**config.mk**
```make
export PLATFORM = sky130hd
export DESIGN_NAME = vlan_tag_inserter
export DESIGN_NICKNAME = d
export VERILOG_FILES = /design/src/rtl/vlan_tag_inserter.sv
export SDC_FILE = /design/constraint.sdc
export NUM_CORES = 1
export LEC_CHECK = 0
export BUFFER_PORTS_ARGS = -buffer_cell sky130_fd_sc_hd__buf_2
export CAP_MARGIN = 20
export CELL_PAD_IN_SITES_DETAIL_PLACEMENT = 1
export CELL_PAD_IN_SITES_GLOBAL_PLACEMENT = 2
export CORE_MARGIN = 2
export CORE_UTILIZATION = 47
export DETAILED_ROUTE_END_ITERATION = 6
export PLACE_DENSITY = 0.86
export SLEW_MARGIN = 30
export SYNTH_ARGS = -nofsm -noshare
export SYNTH_HDL_FRONTEND = slang
export SYNTH_SLANG_ARGS = --single-unit
export TNS_END_PERCENT = 10
```
**constraint.sdc**
```tcl
create_clock -name clk -period 3.15 [get_ports clk]
set_input_delay 0.1575 -clock clk [delete_from_list [all_inputs] [get_ports clk]]
set_output_delay 0.1575 -clock clk [all_outputs]
set_load 0.03 [all_outputs]
```
**src/rtl/vlan_tag_inserter.sv**
```systemverilog
module vlan_tag_inserter #(
  parameter int CAP = 64,
  localparam int LW = $clog2(CAP + 1),
  localparam int AW = $clog2(CAP)
) (
  input  logic          clk,
  input  logic          rst_n,
  input  logic          in_valid,
  output logic          in_ready,
  input  logic [7:0]    in_data,
  input  logic          in_sof,
  input  logic          in_eof,
  input  logic          in_ins_en,
  input  logic [15:0]   in_tci,
  output logic          out_valid,
  input  logic          out_ready,
  output logic [7:0]    out_data,
  output logic          out_sof,
  output logic          out_eof,
  output logic [LW-1:0] out_len,
  output logic          out_lost,
  output logic          tx_done
);

  typedef enum logic [1:0] {S_FILL, S_DECIDE, S_SEND} st_t;

  st_t           st_q;
  logic [7:0]    mem_q [CAP];
  logic [LW-1:0] cnt_q, oi_q, olen_q;
  logic          en_q, ins_q, lost_q, done_q;
  logic [15:0]   tci_q;

  wire in_fire  = in_valid && in_ready;
  wire out_fire = out_valid && out_ready;
  wire last_out = (oi_q == olen_q - LW'(1));
  wire is_tagged = (mem_q[AW'(12)] == 8'h81) && (mem_q[AW'(13)] == 8'h00);
  wire too_short = (cnt_q < LW'(14));
  wire overflow  = ({1'b0, cnt_q} + (LW+1)'(4)) > (LW+1)'(CAP);
  wire want      = en_q && !(!too_short && is_tagged);

  assign in_ready  = (st_q == S_FILL);
  assign out_valid = (st_q == S_SEND);
  assign out_sof   = (oi_q == '0);
  assign out_eof   = last_out;
  assign out_len   = olen_q;
  assign out_lost  = lost_q;
  assign tx_done   = done_q;

  logic [LW-1:0] rd_idx;
  always_comb begin
    rd_idx   = oi_q;
    out_data = 8'h00;
    if (ins_q && oi_q >= LW'(16)) rd_idx = oi_q - LW'(4);
    if (ins_q && oi_q >= LW'(12) && oi_q < LW'(16)) begin
      case (oi_q[1:0])
        2'd0:    out_data = 8'h81;
        2'd1:    out_data = 8'h00;
        2'd2:    out_data = tci_q[15:8];
        default: out_data = tci_q[7:0];
      endcase
    end else begin
      out_data = mem_q[rd_idx[AW-1:0]];
    end
  end

  always_ff @(posedge clk)
    if (in_fire && cnt_q != LW'(CAP)) mem_q[cnt_q[AW-1:0]] <= in_data;

  always_ff @(posedge clk) begin
    if (!rst_n) begin
      st_q   <= S_FILL;
      cnt_q  <= '0;
      oi_q   <= '0;
      olen_q <= '0;
      en_q   <= 1'b0;
      tci_q  <= '0;
      ins_q  <= 1'b0;
      lost_q <= 1'b0;
      done_q <= 1'b0;
    end else begin
      done_q <= out_fire && last_out;
      case (st_q)
        S_FILL: if (in_fire) begin
          if (in_sof) begin
            en_q  <= in_ins_en;
            tci_q <= in_tci;
          end
          if (cnt_q != LW'(CAP)) cnt_q <= cnt_q + LW'(1);
          if (in_eof) st_q <= S_DECIDE;
        end
        S_DECIDE: begin
          oi_q <= '0;
          st_q <= S_SEND;
          if (want && too_short) begin
            ins_q <= 1'b0; lost_q <= 1'b1; olen_q <= cnt_q;
          end else if (want && overflow) begin
            ins_q <= 1'b1; lost_q <= 1'b1; olen_q <= cnt_q;
          end else if (want) begin
            ins_q <= 1'b1; lost_q <= 1'b0; olen_q <= cnt_q + LW'(4);
          end else begin
            ins_q <= 1'b0; lost_q <= 1'b0; olen_q <= cnt_q;
          end
        end
        default: if (out_fire) begin
          oi_q <= oi_q + LW'(1);
          if (last_out) begin
            st_q  <= S_FILL;
            cnt_q <= '0;
          end
        end
      endcase
    end
  end

  assert_hold_R8: assert property (@(posedge clk) disable iff (!rst_n)
    out_valid && !out_ready |=> out_valid && $stable(out_data) && $stable(out_len));

  assert_len_cap_R9: assert property (@(posedge clk) disable iff (!rst_n)
    out_valid |-> (out_len <= LW'(CAP)) && (out_len != '0));

  assert_lost_needs_req_R2: assert property (@(posedge clk) disable iff (!rst_n)
    out_valid && out_lost |-> en_q);

  assert_done_pulse_R7: assert property (@(posedge clk) disable iff (!rst_n)
    tx_done |-> $past(out_valid && out_ready && out_eof));

  assert_grow_R6: assert property (@(posedge clk) disable iff (!rst_n)
    out_valid && out_sof && ins_q && !out_lost |-> out_len >= LW'(18));

  assert_ctrl_held_R3: assert property (@(posedge clk) disable iff (!rst_n)
    st_q != S_FILL |=> $stable(tci_q) && $stable(en_q));

endmodule

```
## After elaboration in Yosys (flattened, before gate mapping)

Memory sizes are Yosys's and may differ from the RTL's.
Index checks and enable logic that the tools add are counted.

| storage, ports and cells | value |
|---|---|
| bits in registers | 43 |
| bits in writable memories | 512 |
| input port bits | 31 |
| output and inout port bits | 21 |
| memories | 1 |

| cells by class | value |
|---|---|
| add/subtract/negate cells | 6 |
| order comparisons | 5 |
| equal/unequal tests | 10 |
| multiplexer cells | 25 |
| bitwise operators | 2 |
| reductions and logical operators | 27 |

Memories:

| memory | words | width | read ports | clocked after Yosys merged registers in | write ports | line | text |
|---|---|---|---|---|---|---|---|
| mem_q | 64 | 8 | 3 | 0 | 1 | 28 | `logic [7:0] mem_q [CAP];` |

Operator list:

| kind | count |
|---|---|
| $mux 7 | 8 |
| $pmux 7 s2 | 2 |
| $pmux 8 s3 | 1 |
| $add 7x1->7 const B | 2 |
| $logic_and 1x1->1 | 12 |
| $add 7x3->8 const B | 1 |
| $eq 8x8->1 const B | 1 |
| $gt 8x7->1 const B | 1 |
| $logic_not 8->1 | 1 |
| $mux 2 | 4 |
| $mux 8 | 1 |
| $add 7x3->7 const B | 1 |
| $eq 7x7->1 | 1 |
| $ge 7x4->1 const B | 1 |
| $ge 7x5->1 const B | 1 |
| $logic_not 7->1 | 1 |
| $lt 7x4->1 const B | 1 |
| $lt 7x5->1 const B | 1 |
| $mux 1 | 7 |
| $ne 7x7->1 const B | 1 |
| $sub 7x1->7 const B | 1 |
| $mux 6 | 1 |
| $ne 2x1->1 const B | 3 |
| $reduce_bool 2->1 | 3 |
| other kinds (12) | 18 |

## Longest topological paths before layout

Gate-level depths: netlist of the first run.
An unclocked memory read counts as a cell.

| depth | value |
|---|---|
| word-level depth | 9 |
| depth in mapped cells | 12 |

## Worst setup path after synthesis of the first run

Ideal clock, no wire load.

| timing | value |
|---|---|
| path kind | register to output |
| start | register oi_q[3] |
| end | output out_data[5] |
| arrival | 2.933 ns |
| required time | 2.992 ns |
| path slack | 0.059 ns |
| stages on the path, launching flop included | 12 |
| buffers on the path | 3 |
| path through | dfxtp_1 > clkbuf_1 > clkbuf_1 > inv_1 > ha_1 > o311ai_2 > o21ai_4 > buf_2 > nand2_1 > a311oi_1 > a31oi_1 > o21ai_0 |

| between the ends | value |
|---|---|
| word-level cells in the longest chain between the ends | 5 |
| elaborated cells on any way between the ends | 10 |

Ends and longest elaborated chain:

| item | line | text |
|---|---|---|
| from (decl) | 29 | `logic [LW-1:0] cnt_q, oi_q, olen_q;` |
| from (signal assigned) | 105 | `oi_q <= oi_q + LW'(1);` |
| $ge 7x5->1 | 53 | `if (ins_q && oi_q >= LW'(16)) rd_idx = oi_q - LW'(4);` |
| $logic_and 1x1->1 | 53 |  |
| $mux 6 | 53 |  |
| $mem_v2 64x8 | n/a |  |
| $mux 8 * | 54 | `if (ins_q && oi_q >= LW'(12) && oi_q < LW'(16)) begin` |
| to (decl) | 17 | `output logic [7:0] out_data,` |

Mark *: on every way between the ends. The rest lies on a longest branch, timed or not.

## Worst setup path after layout of the first run

| timing | value |
|---|---|
| start | register oi_q[4] |
| end | output out_data[1] |

The elaborated chain is that of the path after synthesis.

==> metrics.csv, run 1 <==
metric,value,unit
status,"complete, but fails checks",
violated checks,"DRC, setup timing",
first-pass GRT wire length,97.23,mm
post-layout min period,3275,ps
Yosys cell types,59,
Cell Rows,80,
Antenna Nets Post-Route,0,
main combinational cell family by area after synthesis,multiplexers,
Worst-Margin Slew,823.8,ps
Placeable Area,47650,um2
Hold WS,70.83,ps
antenna violations before repair,0,
mapped cell area,22640,um2
critical path launch point,oi_q[4],
boundary pin count,52,
Num CTS Buffers,56,
Die Wd,223.5,um
Comb power frac,0.047,
LEAKAGE,9.035,nW
Worst VDD drop,0.0005077,V
vias in the first global route,14199,
Filler cells,4264,
total gr overflow,0,
Seq pwr share,0.508,
PD cells,580.0,nW/um2
Yosys top cell area share,0.6792,
final hold vios,0,
TritonRoute pass-1 iters,7,
Layout area overhead,21.43,%
layout cells sized above 1,0.3239,
CP max FO,8,
PortBufs,51,
number of flops mapped to enable cells by yosys,512,
FF-to-FF Start,st_q[1],
Worst-path clk slew,60,ps
RSZ-0062 raised after global routing,yes,
# diodes,0,
die footprint,49940,um2
detailed-route wire length,66.22,mm
Post-synth top cells,"edfxtp_1 (512), mux4_2 (128), nand2_1 (119)",
syn nets,1337,
Clk pwr share,0.445,
yosys warns,0,
Final nets,1551,
setup ws final,-124.7,ps
DRT iter0 DRCs,1353,
Slew HR,0.4492,
worst path required time,2990,ps
fraction of synthesized area in multiplexers,0.1506,
worst-case clock buffer depth,3,
NetSw,3.400,mW
Synth async-reset ratio,0,
CTS tree,built,
Reg2Reg Depth,7,
Clock Root Buffer,clkbuf_16,
largest net degree at the start of global routing,65,
Final Slew Violations,0,
kind of critical path,flip-flop to primary output,
Multi-input gate area,6391,um2
fmax,305.4,MHz
Max Clock Skew,27.31,ps
Max Cap Viol,0,
dominant cell type by area after synthesis,edfxtp_1,
XOR/XNOR Fraction of Synth Area,0.005748,
initial core utilization,0.4751,
DR vias,13532,
Register Area,16250,um2
leading cell type by number of instances after synthesis,edfxtp_1,
Mapped Cells,1295,
GP Congestion,0.8890,
vias per cell,6.233,
GRT Total Usage,0.2704,
CP Capture Type,primary output,
Post-Synth Adder-Cell Area,0.006080,
total negative slack,-564.3,ps
Post-DP HPWL,41.30,mm
hold crit path type,input pin to flip-flop,
drt wl/cell,30.50,um
Sw Ratio,0.2132,
Post-Synth Simple-Gate Area,0.06113,
Int Power,12.55,mW
worst skew pair latency,640,ps
FF-to-FF End,mem_q[26][4],
ranking of synthesized cells by area,"edfxtp_1 (68%), mux4_2 (13%), dfxtp_1 (3.8%)",
WP data arrival,3120,ps
critical path endpoint,out_data[1],
Seq cells post-synth,555,
Synth Area in Compound Gates,0.04156,
Main synth FF type,edfxtp_1,
DRC violations left,2,
Mean Syn Cell Area,17.48,um2
Clock Sinks,555,
crit start category,flip-flop,
register area share after synthesis,0.7172,
final worst-path cycle share,1.040,
r2r setup slk,530,ps
die span in y,223.5,um
H-Tree Depth,2,
# setup viols final,7,
## power groups by stage
stage	sequential [mW]	clock, mW	combinational (mW)
global route	8.11	7.41	0.783
floorplan	8.26	0	0.305
CTS	8.11	7.17	0.734
finish	8.11	7.10	0.743
global placement	8.26	0	0.622
detailed placement	8.27	0	0.649
## layout make-up
class	instances	area share
sequential	555	0.5910
multi-input combinational	645	0.2325
timing repair buffer	236	0.07528
clock buffer	64	0.05243
tap	615	0.02799
clock inverter	41	0.01875
inverter	15	0.002048
## worst min-delay path by stage
| stage | startpoint | to | slack, ps | cells after the start |
|---|---|---|---|---|
| 6_report | in_data[0] | mem_q[44][0] | 70 | 1 |
| 5_1_grt | in_data[0] | mem_q[44][0] | 80 | 1 |
| 4_1_cts | in_data[5] | mem_q[47][5] | 150 | 1 |
| 3_5_place_dp | in_tci[3] | tci_q[3] | 410 | 3 |
| 3_3_place_gp | in_tci[8] | tci_q[8] | 400 | 3 |
| 2_1_floorplan | in_data[0] | mem_q[0][0] | 260 | 0 |
## state kept, by name, indices dropped and copies added, names as in the netlist
name	cells
mem_q	512
tci_q	16
cnt_q	7
oi_q	7
out_len	7
st_q	2
en_q	1
ins_q	1
out_lost	1
tx_done	1
## per-stage QoR
stage	worst slack (ps)	cells	power (mW)	utilization	area (um2)
finish	-124.7	2171	15.95	0.5770	27490
global placement	23.98	2008	8.887	0.5123	24410
detailed placement	-60.71	2008	8.916	0.5124	24410
global route	-179.4	2171	16.30	0.5770	27490
floorplan	59.20	1295	8.569	-	22640
CTS	-3.083	2169	16.01	0.5763	27460
## worst max-delay path: stages, from the launching register on
cell      delay [ps]
dfxtp_4          350
o31a_1           320
buf_6            140
xnor2_4          250
buf_6            160
buf_16           190
buf_4            160
mux2i_4          250
mux2i_1          110
mux2i_1          190
o221ai_2         190
buf_6            190
## kinds of logic after synthesis
family | after synthesis
DFF | 555
and+or+nand+nor | 303
muxes | 180
AOI/OAI and AO/OA | 137
buffers and inverters | 95
xor gates and xnor gates | 14
adders and majority gates | 11
## metal layers
metal  track usage  part of all wire
met5             0                 0
met2        0.4459              0.49
met1        0.3594              0.39
met3       0.04926             0.084
met4        0.1073             0.041
## cells in the final DEF (no fill, tap or decap), drive strengths merged, types with 17 or more instances in the layout
cell type	n
dlygate4sd3	21
nand2	120
buf	213
edfxtp	512
clkinv	25
mux4	128
inv	17
dfxtp	43
o21ai	23
mux2i	50
nor2	77
nand3	41
clkbuf	65
nor3	18
a21oi	45
## repair_timing
action                                  4_1_cts  5_1_grt
hold buffers                                 21        0
setup buffers                                31        3
gates cloned                                  4        0
pin swaps                                    14        4
endpoints found under the hold margin        31        0
resized for setup                           100        8
endpoints found under the setup margin        8        8
Power figures use the tool's default switching activity.
==> inputs of run 2 (changes only) <==
Settings changed: GPL_ROUTABILITY_DRIVEN from default to 0, RECOVER_POWER from default to 50, TNS_END_PERCENT 10 to 1.
==> run 2 against run 1 <==
  * The run ends with capacitance limit, slew limit, setup timing left
  * Core utilization down 0.13 points
  * Via count fell by 0.41%
  * Non-clock buffer count unchanged
  * Clock skew fell by 3.7 ps
  * Critical path type unchanged
  * Critical endpoint unchanged
  * Highest routed layer unchanged
==> metrics.csv, run 2 (synthesized netlist as in run 1, its figures left out) <==
metric,value,unit
stages on the worst setup path,11,
final worst-path cycle share,1.042,
first-pass GRT wire length,97.23,mm
PortBufs,51,
hold crit path type,input pin to flip-flop,
status,"complete, but fails checks",
CTS tree,built,
max reg flops,512,
PD cells,581.2,nW/um2
kind of critical path,flip-flop to primary output,
Num CTS Buffers,56,
DR vias,13476,
vias per cell,6.207,
Slew HR,-1.210,
initial core utilization,0.4751,
DRC violations left,0,
pre-CTS WS,-60.71,ps
Max Clock Skew,23.65,ps
violated checks,"capacitance limit, slew limit, setup timing",
"Core Util, Final",0.5756,
FF-to-FF Start,st_q[1],
# setup viols final,7,
layout cells sized above 1,0.3066,
worst skew pair latency,630,ps
CP Capture Type,primary output,
final hold vios,0,
Die Wd,223.5,um
Post-DP HPWL,41.30,mm
Worst-path clk slew,60,ps
WP data arrival,3120,ps
Clock Root Buffer,clkbuf_16,
vias in the first global route,14199,
Final Slew Violations,449,
RSZ-0062 raised after global routing,yes,
Final nets,1551,
Antenna Nets Post-Route,0,
largest net degree at the start of global routing,65,
DRT iter0 DRCs,1417,
Worst-Margin Slew,3315,ps
Max Cap Viol,11,
worst path required time,2990,ps
most frequent CP cell,buf_6,
Worst VDD drop,0.0005067,V
worst-case clock buffer depth,3,
total power,15.94,mW
setup ws final,-131.8,ps
Clock Sinks,555,
Reg2Reg Depth,7,
boundary pin count,52,
drt wl/cell,30.41,um
Layout area overhead,21.15,%
critical path launch point,oi_q[4],
Cell Rows,80,
"Buf+Inv Stages, Crit Path",5,
die span in y,223.5,um
H-Tree Depth,2,
crit start category,flip-flop,
antenna violations before repair,0,
Crit path max-delay family,buffers and inverters,
LEAKAGE,8.935,nW
TritonRoute pass-1 iters,5,
"commonest non-fill, non-tap cells in the layout","edfxtp_1 (512), mux4_2 (128), buf_4 (128), nand2_1 (119), nor2_1 (75)",
Inst Count DP,2008,
critical path endpoint,out_data[1],
total gr overflow,0,
die footprint,49940,um2
Placeable Area,47650,um2
FF-to-FF End,mem_q[26][2],
CP max FO,8,
slowest CP cell,dfxtp_4,
fmax,304.7,MHz
detailed-route wire length,66.02,mm
# diodes,0,
"most common cell after layout, fill and taps aside",edfxtp_1,
r2r setup slk,550,ps
Post-Layout Cell Count,2171,
Worst path max stage delay,350,ps
post-layout min period,3282,ps
GRT Total Usage,0.2704,
worst-path cell chain,"o31a_1, buf_6, xnor2_4, buf_6, buf_16, buf_4, mux2i_4, mux2i_1, mux2i_1, o221ai_2, buf_6",
[run 2: worst reg2reg max path, cell delays in order (launching register included)]
cell     delay, ps
dfxtp_1        360
or2_2          350
inv_1          210
nand3_1        110
buf_4          260
or2_2          520
nor2_1         270
buf_4          220
[run 2: layout make-up]
cell class	count	area, um2
clock buffer	64	1441
clock inverter	41	515.5
fill	4269	20220
inverter	15	56.30
multi-input combinational	645	6391
sequential	555	16250
tap	615	769.5
timing repair buffer	236	2006
[run 2: layer usage]
metal  routed length, um  global-route usage  vias to the layer above
met3                5148             0.04926                      157
li1                    -                   -                     5591
met1               25940              0.3594                     7103
met5                   0                   0                        -
met4                2652              0.1073                        0
met2               32290              0.4459                      625
[run 2: worst min-delay path by stage]
stage | startpoint | endpoint | depth (start not counted)
5_1_grt | in_valid | cnt_q[2] | 5
6_report | in_valid | cnt_q[2] | 5
3_3_place_gp | in_tci[8] | tci_q[8] | 3
2_1_floorplan | in_data[0] | mem_q[0][0] | 0
4_1_cts | in_data[5] | mem_q[47][5] | 1
3_5_place_dp | in_tci[3] | tci_q[3] | 3
[run 2: metrics by stage]
| stage | hold slack, ps | TNS, ps | instance area, um2 |
|---|---|---|---|
| detailed placement | 407.9 | -60.71 | 24410 |
| floorplan | 256.4 | 0 | 22640 |
| finish | 252.1 | -660.4 | 27430 |
| CTS | 149.4 | -8.286 | 27460 |
| global route | 304.8 | -980.3 | 27430 |
| global placement | 399.9 | 0 | 24410 |
[run 2: where the power goes]
part	internal, mW	switching, mW
sequential	8.09	0.0252
combinational	0.255	0.477
clock	4.20	2.89
total	12.5	3.39
[run 2: what timing repair did]
action	CTS	global route
hold endpoints to repair	31	0
pin swaps	14	4
setup buffers	31	3
setup endpoints to repair	8	8
gates cloned	4	0
hold buffers	21	0
resized for setup	100	8
